$ cat config.mk
export PLATFORM = sky130hd
export DESIGN_NAME = systime_core
export DESIGN_NICKNAME = d
export VERILOG_FILES = /design/src/rtl/systime_pkg.sv /design/src/rtl/systime_incr.sv /design/src/rtl/systime_acc.sv /design/src/rtl/systime_rdsel.sv /design/src/rtl/systime_core.sv
export SDC_FILE = /design/constraint.sdc
export NUM_CORES = 1
export LEC_CHECK = 0
export ABC_AREA = 1
export ABC_CLOCK_PERIOD_IN_PS = 2100
export BUFFER_PORTS_ARGS = -buffer_cell sky130_fd_sc_hd__clkbuf_2
export CORE_UTILIZATION = 55
export CTS_BUF_LIST = sky130_fd_sc_hd__clkbuf_8
export CTS_CLUSTER_DIAMETER = 200
export DETAILED_ROUTE_END_ITERATION = 8
export PLACE_DENSITY = 0.86
export SETUP_SLACK_MARGIN = 0.15
export SLEW_MARGIN = 30
export SYNTH_ARGS = -nofsm -noshare
export SYNTH_HDL_FRONTEND = slang
export SYNTH_SLANG_ARGS = --single-unit
$ cat constraint.sdc
create_clock -name clk -period 2.1 [get_ports clk]
set_input_delay 0.42 -clock clk [delete_from_list [all_inputs] [get_ports clk]]
set_output_delay 0.42 -clock clk [all_outputs]
set_load 0.02 [all_outputs]
$ cat src/rtl/systime_pkg.sv
package systime_pkg;

    localparam int HALF_W = 32;

    typedef enum logic [1:0] {
        ADR_TIME_LO = 2'd0,
        ADR_TIME_HI = 2'd1,
        ADR_INCR    = 2'd2,
        ADR_RSVD    = 2'd3
    } reg_addr_e;

    typedef enum logic {
        RD_LIVE = 1'b0,
        RD_HELD = 1'b1
    } rd_state_e;

endpackage

$ cat src/rtl/systime_incr.sv
module systime_incr #(
    parameter int INC_W   = 31,
    parameter bit REDUCED = 1'b0,
    parameter int DATA_W  = 32
) (
    input  logic              clk,
    input  logic              rst_n,
    input  logic              wr_en,
    input  logic [INC_W-1:0]  wdata,
    output logic [INC_W-1:0]  inc_val,
    output logic [DATA_W-1:0] rd_view
);
    localparam int PAD_W = DATA_W - INC_W;

    logic [INC_W-1:0] inc_q;

    always_ff @(posedge clk or negedge rst_n) begin
        if (!rst_n)     inc_q <= '0;
        else if (wr_en) inc_q <= wdata;
    end

    assign inc_val = inc_q;

    generate
        if (REDUCED) begin : g_reduced
            // period field fixed at 1, directly above the increment
            assign rd_view = {{(PAD_W-1){1'b0}}, 1'b1, inc_q};
        end else begin : g_full
            assign rd_view = {{PAD_W{1'b0}}, inc_q};
        end
    endgenerate
endmodule

$ cat src/rtl/systime_acc.sv
module systime_acc #(
    parameter int TIME_W = 64,
    parameter int INC_W  = 31
) (
    input  logic              clk,
    input  logic              rst_n,
    input  logic              wr_lo,
    input  logic              wr_hi,
    input  logic [TIME_W/2-1:0] wdata,
    input  logic [INC_W-1:0]  inc_val,
    output logic [TIME_W-1:0] time_q
);
    localparam int HALF = TIME_W / 2;

    logic [TIME_W-1:0] time_d;

    always_comb begin
        if (wr_lo)      time_d = {time_q[TIME_W-1:HALF], wdata};
        else if (wr_hi) time_d = {wdata, time_q[HALF-1:0]};
        else            time_d = time_q + {{(TIME_W-INC_W){1'b0}}, inc_val};
    end

    always_ff @(posedge clk or negedge rst_n) begin
        if (!rst_n) time_q <= '0;
        else        time_q <= time_d;
    end
endmodule

$ cat src/rtl/systime_rdsel.sv
module systime_rdsel
    import systime_pkg::*;
#(
    parameter int TIME_W = 64
) (
    input  logic              clk,
    input  logic              rst_n,
    input  logic              rd_en,
    input  logic              time_wr,
    input  logic [1:0]        addr,
    input  logic [TIME_W-1:0] time_q,
    input  logic [HALF_W-1:0] incr_view,
    output logic [HALF_W-1:0] rdata
);
    localparam int HALF = TIME_W / 2;

    rd_state_e         state_q, state_d;
    logic [HALF-1:0]   shadow_q;
    reg_addr_e         a;

    assign a = reg_addr_e'(addr);

    // state register
    always_ff @(posedge clk or negedge rst_n) begin
        if (!rst_n) begin
            state_q  <= RD_LIVE;
            shadow_q <= '0;
        end else begin
            state_q <= state_d;
            if (rd_en && a == ADR_TIME_LO) shadow_q <= time_q[TIME_W-1:HALF];
        end
    end

    // transitions: capture, release, discard
    always_comb begin
        state_d = state_q;
        unique case (state_q)
            RD_LIVE: begin
                if (rd_en && a == ADR_TIME_LO) state_d = RD_HELD;
            end
            RD_HELD: begin
                if (rd_en && a == ADR_TIME_LO)      state_d = RD_HELD;
                else if (rd_en && a == ADR_TIME_HI) state_d = RD_LIVE;
                else if (time_wr)                   state_d = RD_LIVE;
            end
            default: state_d = RD_LIVE;
        endcase
    end

    // outputs
    always_comb begin
        rdata = '0;
        if (rd_en) begin
            unique case (a)
                ADR_TIME_LO: rdata = time_q[HALF-1:0];
                ADR_TIME_HI: rdata = (state_q == RD_HELD) ? shadow_q
                                                          : time_q[TIME_W-1:HALF];
                ADR_INCR:    rdata = incr_view;
                ADR_RSVD:    rdata = '0;
                default:     rdata = '0;
            endcase
        end
    end
endmodule

$ cat src/rtl/systime_core.sv
module systime_core
    import systime_pkg::*;
#(
    parameter bit REDUCED = 1'b0,
    parameter int TIME_W  = 64
) (
    input  logic              clk,
    input  logic              rst_n,
    input  logic              reg_wr,
    input  logic              reg_rd,
    input  logic [1:0]        reg_addr,
    input  logic [31:0]       reg_wdata,
    output logic [31:0]       reg_rdata,
    output logic [63:0]       time_now
);
    localparam int INC_W = REDUCED ? 24 : 31;

    logic              wr_lo, wr_hi, wr_inc;
    logic [INC_W-1:0]  inc_val;
    logic [31:0]       incr_view;
    logic [TIME_W-1:0] time_q;

    assign wr_lo  = reg_wr && (reg_addr == ADR_TIME_LO);
    assign wr_hi  = reg_wr && (reg_addr == ADR_TIME_HI);
    assign wr_inc = reg_wr && (reg_addr == ADR_INCR);

    systime_incr #(.INC_W(INC_W), .REDUCED(REDUCED), .DATA_W(32)) u_incr (
        .clk     (clk),
        .rst_n   (rst_n),
        .wr_en   (wr_inc),
        .wdata   (reg_wdata[INC_W-1:0]),
        .inc_val (inc_val),
        .rd_view (incr_view)
    );

    systime_acc #(.TIME_W(TIME_W), .INC_W(INC_W)) u_acc (
        .clk     (clk),
        .rst_n   (rst_n),
        .wr_lo   (wr_lo),
        .wr_hi   (wr_hi),
        .wdata   (reg_wdata),
        .inc_val (inc_val),
        .time_q  (time_q)
    );

    systime_rdsel #(.TIME_W(TIME_W)) u_rdsel (
        .clk       (clk),
        .rst_n     (rst_n),
        .rd_en     (reg_rd),
        .time_wr   (wr_lo || wr_hi),
        .addr      (reg_addr),
        .time_q    (time_q),
        .incr_view (incr_view),
        .rdata     (reg_rdata)
    );

    assign time_now = time_q;
endmodule

# [Word level (Yosys, flattened, before mapping)]
# Cells that the tools add are included.
[op_classes] bitwise=1 addsub=1 shift=0 n_mux=10 n_reduce_logical=7 eq_ne=4 n_lt_le_gt_ge=0 multipliers=0 div_mod_pow=0
[op_table] op="one-hot mux 32 bit (4 select lines)" n=1
[op_table] op="2-to-1 mux 32 bit" n=3
[op_table] op="adder 64 x 31 -> 64 bit" n=1
[op_table] op="2-to-1 mux 64 bit" n=1
[op_table] op="logical AND 1 bit" n=5
[op_table] op="equality test 2 bit, second input constant" n=2
[op_table] op="2-to-1 mux 1 bit" n=4
[op_table] op="equality test 2 x 1 -> 1 bit, second input constant" n=1
[op_table] op="logical NOT 2 bit" n=1
[op_table] op="inequality test 2 bit, second input constant" n=1
[op_table] op="one-hot mux 1 bit (2 select lines)" n=1
[op_table] op="logical OR 1 bit" n=1
[op_table] op="NOT 1 bit" n=1
[word_totals] out_inout_bits=96 latchBits=0 input_bits=38 register_bits=128 mem_count=0 word_cells=28 rom_bits=0 ramBits=0

# [Depth between registers and ports, before layout]
[logic_depth] word_depth=7 depth_mapped=16 mapped_depth_nobuf=16

# [Hierarchy]
# A second synthesis with hierarchy kept.
[hier_totals] cells_unflattened=1753 hier_area_um2=10770.3
[modules_own_cells] mod="systime_acc" cells_per_inst=1176 seq_area_each_um2=1601.5 area_per_inst_um2=6770.2 instances=1
[modules_own_cells] mod="systime_rdsel" cells_per_inst=405 seq_area_each_um2=825.8 area_per_inst_um2=2567.5 instances=1
[modules_own_cells] mod="systime_incr" cells_per_inst=164 seq_area_each_um2=775.7 area_per_inst_um2=1402.6 instances=1
[modules_own_cells] mod="systime_core" cells_per_inst=8 seq_area_each_um2=0.0 area_per_inst_um2=30.0 instances=1

# [Least setup slack after synthesis]
# No wires, ideal clock.
[synth_timing] path_kind="reg2reg" startpoint="register u_acc.time_q[0]" endpoint="register u_acc.time_q[14]" arrival_time_ps=2022 path_stages_with_launch=14 setup_ps=125 slack_ps=-47 required_time_ps=1975 period_less_slack_ps=2147 n_path_buf=0 path_cell_list="dfrtp_1 -> ha_1 -> fa_1 -> nand2_1 -> inv_1 -> nand2_1 -> nand2_2 -> nand2_1 -> nand2_1 -> nand2_1 -> nand2_1 -> or2_2 -> nand3_1 -> nand3_1"
[synth_via] elab_chain_len=3
[synth_lines] item="start: declaration" line_no="systime_acc.sv:11" source="output logic [TIME_W-1:0] time_q"
[synth_lines] item="start signal: assignment" line_no="systime_acc.sv:25" source="else time_q <= time_d;"
[synth_lines] item="adder 64 x 31 -> 64 bit" line_no="systime_acc.sv:20" source="else time_d = time_q + {{(TIME_W-INC_W){1'b0}}, inc_val};"
[synth_lines] item="2-to-1 mux 64 bit" line_no="systime_acc.sv:19" source="else if (wr_hi) time_d = {wdata, time_q[HALF-1:0]};"
[synth_lines] item="2-to-1 mux 32 bit" line_no="systime_acc.sv:18" source="if (wr_lo) time_d = {time_q[TIME_W-1:HALF], wdata};"
# No other way between the ends. The select of a mux whose other input is x is not followed.
# A chain may end at the register's enable or synchronous reset.

# [Worst setup path after layout]
[layout_timing] startpoint="register u_rdsel.state_q" endpoint="output port reg_rdata[31]"
[layout_via] elab_chain_len=3
[layout_lines] item="start: declaration" line_no="systime_rdsel.sv:17" source="rd_state_e state_q, state_d;"
[layout_lines] item="start signal: assignment" line_no="systime_rdsel.sv:29" source="state_q <= state_d;"
[layout_lines] item="2-to-1 mux 32 bit" line_no="systime_rdsel.sv:56" source="ADR_TIME_HI: rdata = (state_q == RD_HELD) ? shadow_q"
[layout_lines] item="one-hot mux 32 bit (4 select lines)" line_no="systime_rdsel.sv:54" source="unique case (a)"
[layout_lines] item="2-to-1 mux 32 bit" line_no="systime_rdsel.sv:53" source="if (rd_en) begin"
[layout_lines] item="end: declaration" line_no="systime_core.sv:13" source="output logic [31:0] reg_rdata,"
# No other way between the ends.

==> results.md <==
* Worst setup SP type: flip-flop
* Core area at 0.0168 mm2
* Peak VDD IR at 0.808 mV
* Fin. Hold Viols at 0
* Hold Path Depth at 3
* Util after Layout at 0.868
* Failing checks: design-rule violations, negative setup slack
* Slew headroom at 0.536
* Area grow syn2layout at 52.3%
* Crit path required time at around 1700 ps
* Crit path kind: flip-flop to primary output
* DRT iter0 DRCs at approximately 2200
* Clock Skew at between 20 and 25 ps
* Syn_area_per_cell at between 6 and 7 um2
* R2r setup slk at -170 ps
* Min-Delay Startpoint: reg_wdata[27]
* Max H-tree Level at 4
* Drt wl/cell at between 20 and 25 um
* Die Ht at 134 um
* Yosys Warn Count at 0
* Final period util at 1.28
* Area contributors post-synth: dfrtp_1 (33%), nand2_1 (20%), inv_1 (7.4%)
* Number of routed nets with antenna violations at 0
* Layout Nets at 1876
* Synth area leader: dfrtp_1
* Cell with the most instances after synthesis: nand2_1
* Dominant synthesized flop cell: dfrtp_1
* Crit-path max FO at 10
* Synth async-reset ratio at 1.00
* IO buf count at about 130
* Die ar. at about 0.018 mm2
* Hold Path Class: input pin to flip-flop
* Total leakage power at 7.12 nW
* Setup ws final at -598 ps
* Hold path endpoint: u_acc.time_q[27]$_DFFE_PN0P_
* ANT cells at 0
* CP peak stage delay at between 400 and 500 ps
* Worst path cell trace: inv_4 > buf_12 > a21oi_1 > o21ai_1 > o22ai_2 > clkbuf_8
* Worst path bufs/invs at 3
* Post-Syn Area at 0.00958 mm2
* Largest net degree at the start of global routing at 66
* Register bit total from synthesis at approximately 130
* Share of layout cells above drive strength 1 at 0.421
* EDFF count, synth at 0
* Synth Instances at between 1000 and 1500
* Worst slew pin tran at approximately 700 ps
* Peak Freq at roughly 370 MHz
* Gr ovfl total at 0
* Longest Clk Path Bufs at 2
* First-pass GRT wire length at approximately 67 mm
* TritonCTS buffer count at 17
* # DRC at 4
* RePlAce Congestion at approximately 1.0
* Clock transition at the registers of the reported paths at approximately 90 ps
* Clk sinks at approximately 130
* Reg area at 0.00322 mm2
* Top Ports at 134
* CTS tree: yes
* Gr usage total at 0.499
* Post-synth cell types at 44
* Vias/cell at between 6 and 7
* Post-synthesis sequential area ratio at 0.334
* Syn nets at between 1500 and 2000
* Top-area cell type share of the netlist area at 0.334
* Max-cap violations at 0
* Status: complete, but fails checks
* Via Count at between 10000 and 15000
* Finished layout cell area at ~0.015 mm2
* Critical path endpoint category: primary output
* RSZ-0062 raised after global routing: true
* Initial core utilization at 0.570
* Pwr per Cell Area at ~1400 mW/mm2
* Root buf cell: clkbuf_8
* Max Slew Vio Count at 0
* Top delay family on crit path: compound AO/OA/AOI/OAI gates
* Worst reg-to-reg path cell count at 14
* Dpl cell area at 0.0117 mm2
* Cell Rows at 47
* CP max stage cell: dfrtp_1
* Footprint of the multi-input gates at between 0.007 and 0.008 mm2
* Number of global-route vias before repair at approximately 12000
* Worst r2r dst: u_acc.time_q[58]$_DFFE_PN0N_
* Most frequent cells after synthesis: nand2_1 (499), inv_1 (188), dfrtp_1 (128)
* Clock insertion delay at the later pin of the skew report at between 400 and 500 ps
* WHS at approximately 190 ps
* TritonRoute pass-1 iters at 9
* Fill count at 891
* Minimum clock period at 2700 ps
* RR Startpoint: u_acc.time_q[0]$_DFFE_PN0P_
* CP arrival at 2280 ps
* Setup violators final at 70
* Initial antenna violation count at 1
* DRT Wirelength at 49.0 mm
* Dpl hpwl at 30.0 mm
* Chip width at approximately 130 um
## state kept, by name, summed over array words and instances, names as in the netlist
register / cells
u_rdsel.shadow_q: 32
u_rdsel.state_q: 1
u_incr.inc_val: 31
u_acc.time_q: 64
## final cells by class
cell class                 instances  share of cell area
multi-input combinational       1106               0.494
sequential                       128               0.221
timing repair buffer             351               0.187
inverter                         202              0.0523
tap                              220              0.0189
clock buffer                      18              0.0170
clock inverter                    14             0.00978
## repair_timing
item	CTS	global route
hold endpoints to repair	11	0
gates resized for setup	300	247
setup endpoints to repair	85	88
hold buffers	1	0
buffers inserted	30	23
gates cloned	1	3
pin swaps	80	109
## how the worst max path moves through the flow
stage / start / endpoint / slack (ps) / cells after the start
after floorplan: u_acc.time_q[0]$_DFFE_PN0P_ / u_acc.time_q[48]$_DFFE_PN0N_ / 100 / 16
after global placement: u_acc.time_q[17]$_DFFE_PN0P_ / u_acc.time_q[44]$_DFFE_PN0N_ / -110 / 13
after detailed placement: u_acc.time_q[0]$_DFFE_PN0P_ / u_acc.time_q[48]$_DFFE_PN0N_ / -110 / 16
after CTS: u_acc.time_q[0]$_DFFE_PN0P_ / u_acc.time_q[44]$_DFFE_PN0N_ / -40 / 14
after global routing: u_rdsel.state_q$_DFF_PN0_ / reg_rdata[31] / -570 / 6
final: u_rdsel.state_q$_DFF_PN0_ / reg_rdata[31] / -600 / 6
## power breakdown
group	internal (mW)	switching, mW
registers	3.21	0.840
logic	5.67	8.03
clock network	1.08	1.20
total	9.96	10.1
## through the flow
step | TNS (ps) | cells | power (mW) | worst slack [ps]
2_1_floorplan | 0 | 1485 | 8.80 | 99.9
3_3_place_gp | -1190 | 1949 | 12.6 | -113
3_5_place_dp | -1730 | 1949 | 12.8 | -108
4_1_cts | -190 | 2013 | 17.3 | -39.2
5_1_grt | -11520 | 2039 | 20.7 | -569
6_report | -7350 | 2039 | 20.0 | -598
## worst reg2reg max path, cell delays in order, from the launching register on
cell,delay (ps)
dfrtp_2,440
ha_4,190
fa_2,350
buf_4,150
buf_6,100
buf_6,110
nand3_4,80
nand3b_4,120
buf_6,140
nand3_4,60
nand3_4,90
nand2_1,100
nand2_1,80
nand3_1,90
nand2_1,50
## cell usage in the layout, fill, tap and decap left out, types with 7 or more instances in the layout
| cell | Yosys | routed |
|---|---|---|
| a21oi_1 | 81 | 33 |
| a21oi_2 | 1 | 37 |
| a21oi_4 | 0 | 12 |
| a31oi_1 | 31 | 30 |
| buf_12 | 0 | 13 |
| buf_4 | 0 | 197 |
| buf_6 | 0 | 37 |
| clkbuf_2 | 0 | 100 |
| clkbuf_8 | 1 | 19 |
| dfrtp_1 | 128 | 113 |
| dfrtp_2 | 0 | 15 |
| ha_4 | 0 | 31 |
| inv_1 | 188 | 168 |
| inv_2 | 13 | 32 |
| nand2_1 | 499 | 389 |
| nand2_2 | 15 | 88 |
| nand2_4 | 2 | 34 |
| nand3_1 | 97 | 57 |
| nand3_2 | 6 | 33 |
| nand3_4 | 0 | 13 |
| nand4_1 | 12 | 12 |
| nor2_1 | 95 | 65 |
| nor2_2 | 11 | 22 |
| nor2_4 | 3 | 22 |
| nor3_1 | 8 | 7 |
| o211ai_1 | 13 | 13 |
| o21ai_0 | 126 | 88 |
| o21ai_1 | 5 | 30 |
| o21ai_2 | 0 | 12 |
| o22ai_1 | 25 | 24 |
## logic make-up (layout without fill, tap and decap cells)
family / Yosys count / after routing / share of synthesized area
AO/OA/AOI/OAI: 295 / 295 / 0.169
XOR/XNOR: 1 / 1 / 0.000914
adder cells (fa/ha/maj): 32 / 32 / 0.0426
buffers and inverters: 252 / 585 / 0.101
flip-flops: 128 / 128 / 0.334
multiplexers: 6 / 6 / 0.00705
AND/OR/NAND/NOR: 771 / 772 / 0.346
## per-layer routing
metal | up-vias | wire length (um) | track usage
met5 | - | 0 | 0
met4 | 0 | 5090 | 0.402
met3 | 369 | 6820 | 0.152
met2 | 1263 | 20900 | 0.759
met1 | 6070 | 16200 | 0.584
li1 | 5486 | - | -
Note: power is estimated with default switching activity, not from simulation.
